<file path="src/rtl/prescaled_timer.sv">
module prescaled_timer #(
  parameter int CNT_W         = 16,
  parameter int RTI_BASE_LOG2 = 13,
  parameter int LOCK_CYCLES   = 64
) (
  input  logic             clk,
  input  logic             rst,
  input  logic [1:0]       addr,
  input  logic             wr_en,
  input  logic [7:0]       wdata,
  output logic [7:0]       rdata,
  output logic [CNT_W-1:0] count,
  output logic             irq
);
  localparam int RTI_W = RTI_BASE_LOG2 + 3;
  localparam int AGE_W = $clog2(LOCK_CYCLES + 1);

  logic [1:0]       psel, rsel;
  logic             ovf_mask, per_mask, ovf_flag, per_flag;
  logic [3:0]       pre_cnt, pre_lim;
  logic [AGE_W-1:0] age;
  logic [RTI_W-1:0] rti_cnt, rti_mask;
  logic [15:0]      cnt_pad;

  wire win_open = age < AGE_W'(LOCK_CYCLES);
  wire tick     = pre_cnt >= pre_lim;
  wire wrap     = tick && (&count);
  wire wr_ctrl  = wr_en && addr == 2'd2;
  wire wr_stat  = wr_en && addr == 2'd3;

  always_comb begin
    case (psel)
      2'd0:    pre_lim = 4'd0;
      2'd1:    pre_lim = 4'd3;
      2'd2:    pre_lim = 4'd7;
      default: pre_lim = 4'd15;
    endcase
  end

  assign rti_mask = (RTI_W'(1) << (RTI_BASE_LOG2 + 32'(rsel))) - RTI_W'(1);
  wire per_hit = (rti_cnt & rti_mask) == rti_mask;

  always_ff @(posedge clk) begin
    if (rst) begin
      age     <= '0;
      pre_cnt <= '0;
      count   <= '0;
      rti_cnt <= '0;
    end else begin
      if (win_open) age <= age + 1'b1;
      pre_cnt <= tick ? 4'd0 : pre_cnt + 4'd1;
      if (tick) count <= count + 1'b1;
      rti_cnt <= rti_cnt + 1'b1;
    end
  end

  always_ff @(posedge clk) begin
    if (rst) begin
      psel     <= 2'd0;
      rsel     <= 2'd0;
      ovf_mask <= 1'b0;
      per_mask <= 1'b0;
    end else if (wr_ctrl) begin
      if (win_open) psel <= wdata[1:0];
      rsel     <= wdata[3:2];
      ovf_mask <= wdata[4];
      per_mask <= wdata[5];
    end
  end

  always_ff @(posedge clk) begin
    if (rst) begin
      ovf_flag <= 1'b0;
      per_flag <= 1'b0;
    end else begin
      if (wrap)                      ovf_flag <= 1'b1;
      else if (wr_stat && wdata[0])  ovf_flag <= 1'b0;
      if (per_hit)                   per_flag <= 1'b1;
      else if (wr_stat && wdata[1])  per_flag <= 1'b0;
    end
  end

  assign cnt_pad = 16'(count);

  always_comb begin
    case (addr)
      2'd0:    rdata = cnt_pad[15:8];
      2'd1:    rdata = cnt_pad[7:0];
      2'd2:    rdata = {2'b00, per_mask, ovf_mask, rsel, psel};
      default: rdata = {6'b0, per_flag, ovf_flag};
    endcase
  end

  assign irq = (ovf_flag && ovf_mask) || (per_flag && per_mask);
endmodule

</file>
<file path="config.mk">
export PLATFORM = sky130hd
export DESIGN_NAME = prescaled_timer
export DESIGN_NICKNAME = d
export VERILOG_FILES = /design/src/rtl/prescaled_timer.sv
export SDC_FILE = /design/constraint.sdc
export NUM_CORES = 1
export LEC_CHECK = 0
export BUFFER_PORTS_ARGS = -buffer_cell sky130_fd_sc_hd__clkbuf_2
export CORE_MARGIN = 4
export CORE_UTILIZATION = 56
export DETAILED_ROUTE_END_ITERATION = 6
export MAX_ROUTING_LAYER = met4
export PLACE_DENSITY_LB_ADDON = 0.05
export SKIP_CTS_REPAIR_TIMING = 1
export SYNTH_ARGS = -nofsm -noshare
export SYNTH_HDL_FRONTEND = slang
export SYNTH_SLANG_ARGS = --single-unit
</file>
<file path="constraint.sdc">
create_clock -name clk -period 3.1 [get_ports clk]
set_clock_uncertainty 0.1 [all_clocks]
set_input_delay 0.465 -clock clk [delete_from_list [all_inputs] [get_ports clk]]
set_output_delay 0.465 -clock clk [all_outputs]
set_load 0.01 [all_outputs]
</file>
==> run_results.csv <==
group,metric,value,unit
timing,fin_crit,2630,ps
global_routing,grt_usage,0.213,
cells_and_area,syn_to_final_growth,10.5,%
global_routing,grt_overflow_total,0,
die,rows,24,
clocking,cts_tree,"done",
cells_and_area,drive_above_1_share,0.178,
yosys,synth_cell_types,41,
yosys,synth-seq-cells,51,
global_routing,grt_pass1_wl,9160,um
die,die_area,5750,sq um
timing,finalMaxSlewViolations,0,
pwr,power_density,440,nW/um^2
routing,vias,2182,
yosys,ys_warn_count,0,
worst_setup_path,cp.required,3240,ps
global_routing,grt_max_degree,44,
pwr,ir_worst_vdd,0.000240,V
timing,hold_violations,0,
place,dp_slack,447,ps
clocking,cts_root_buf,"clkbuf_8",
routing,wl_per_cell,14.6,um
yosys,synth-main-ff-cell,"dfxtp_1",
timing,final.setup.worst_slack,466,ps
global_routing,antenna_found_initial,0,
timing,setup_viol,0,
clocking,clkSlewWorstSetupHoldPaths,90,ps
worst_setup_path,crit_path_max_fanout,27,
die,die_w,75.8,um
worst_setup_path,critPathLaunchType,"flop",
routing,postRouteAntennaNets,0,
timing,finalSetupTns,0,ps
min_path,hp-class,"input port to flop",
place,place.gp.congestion,0.843,
place,portBuffers,35,
cells_and_area,final_common_cell,"dfxtp_1",
cells_and_area,final_cell_mix,"51 x dfxtp_1, 36 x nor2_1, 35 x clkbuf_2",
cells_and_area,n_antenna_cell,0,
clocking,cts_buffer_depth,2,
yosys,syn_inst,290,
yosys,synth-seq-area-share,0.397,
clocking,htreeDepth,2,
clocking,clkSinkCount,51,
run_status,outcome,"finished clean",
routing,postRouteWirelength,5430,um
worst_setup_path,arrival,2770,ps
routing,drtPass1Iterations,4,
die,design.core.area,4410,sq um
pwr,p_leak,1.10,nW
yosys,synth-async-reset-ratio,0,
die,ios,38,
timing,timing.final.crit_share,0.850,
die,die_h,75.8,um
place,place_hpwl,3780,um
cells_and_area,fill_cells,407,
clocking,numCtsBuffers,5,
yosys,synth_nets,311,
timing,rsz0062_at_grt,"no",
timing,tightest_slew,811,ps
routing,viasPerCell,5.87,
run,drv_cap,0,
worst_setup_path,setup.worst_path.end_class,"flop",
routing,drc,0,
worst_setup_path,worstSetupPathType,"flop to flop",
die,initial_core_util,0.583,
timing,slew_headroom,0.459,
yosys,synth_edf_count,0,
cells_and_area,final_nets,341,
global_routing,grt_pass1_vias,1890,
clocking,clk_latency,300,ps
routing,drt_iter0_drc,137,
yosys,netlist_area,2570,sq um
timing,fmax,380,MHz
yosys,syn_area_per_cell,8.88,sq um
final timing paths:
| path | start | slack (ps) | end | cells past startpoint |
|---|---|---|---|---|
| max | psel[1] | 470 | count[2] | 6 |
| min | wdata[3] | 290 | rsel[1] | 3 |
| max reg2reg | psel[1] | 470 | count[2] | 6 |
| min reg2reg | ovf_flag | 390 | ovf_flag | 2 |
Yosys cell counts, types with 3 or more instances:
| master | instances | area (sq um) |
|---|---|---|
| a21oi_1 | 14 | 70.1 |
| and4_1 | 4 | 35.0 |
| buf_2 | 3 | 15.0 |
| clkbuf_1 | 7 | 26.3 |
| dfxtp_1 | 51 | 1020 |
| ha_1 | 8 | 100 |
| inv_1 | 8 | 30.0 |
| mux2_2 | 6 | 67.6 |
| mux2i_1 | 11 | 110 |
| nand2_1 | 17 | 63.8 |
| nand3_1 | 14 | 70.1 |
| nand4_1 | 11 | 68.8 |
| nor2_1 | 36 | 135 |
| nor2b_1 | 9 | 56.3 |
| nor3_1 | 9 | 45.0 |
| nor4_1 | 8 | 50.1 |
| o21ai_0 | 12 | 60.1 |
| o31ai_1 | 8 | 60.1 |
| or4_1 | 8 | 60.1 |
| xnor2_1 | 11 | 96.3 |
| xor2_1 | 9 | 78.8 |
routing by layer:
| layer | GRT usage | vias up | part of all wire |
|---|---|---|---|
| met5 | - | - | 0 |
| li1 | - | 1100 | - |
| met4 | 0.0563 | 0 | 0.015 |
| met2 | 0.299 | 67 | 0.43 |
| met3 | 0.0501 | 8 | 0.054 |
| met1 | 0.305 | 1007 | 0.50 |
cell families after synthesis:
kind of cell	count (synthesis)	share of synthesized area
AO/OA/AOI/OAI	41	0.0967
multiplexers	19	0.0865
AND/OR/NAND/NOR	129	0.266
adder cells (fa/ha/maj)	8	0.0389
flip-flops	51	0.397
buffers and inverters	22	0.0471
XOR/XNOR	20	0.0680
critical path, stage by stage, from the launching register on:
cell and delay (ps):
dfxtp_1 350, or2_2 320, ha_1 270, and2b_2 210, o21a_1 450, or4_2 720
a21oi_1 150
where the power goes:
group	internal, mW	total (mW)	switching [mW]
sequential	0.670	0.695	0.0243
clock	0.236	0.453	0.217
combinational	0.0413	0.103	0.0620
registers in the layout, indices dropped and copies added, names as in the netlist:
name and flops:
ovf_flag 1, rti_cnt 16, ovf_mask 1, rsel 2
per_flag 1, psel 2, per_mask 1, age 7
count 16, pre_cnt 4
stage by stage:
step	util	power, mW	cell area (sq um)	cells	hold WS (ps)
after floorplan	-	0.780	2570	290	346
after global placement	0.620	0.811	2740	365	375
after detailed placement	0.620	0.814	2740	365	379
after CTS	0.645	1.26	2850	372	285
after global routing	0.645	1.31	2850	372	281
final	0.645	1.25	2850	372	289
final cells by class:
cell class                 count  area (sq um)  share of cell area
multi-input combinational    217          1430               0.504
sequential                    51          1020               0.359
timing repair buffer          37           190              0.0668
clock buffer                   5          68.8              0.0242
tap                           52          65.1              0.0229
clock inverter                 2          37.5              0.0132
inverter                       8          30.0              0.0106
(Power assumes the default switching activity.)
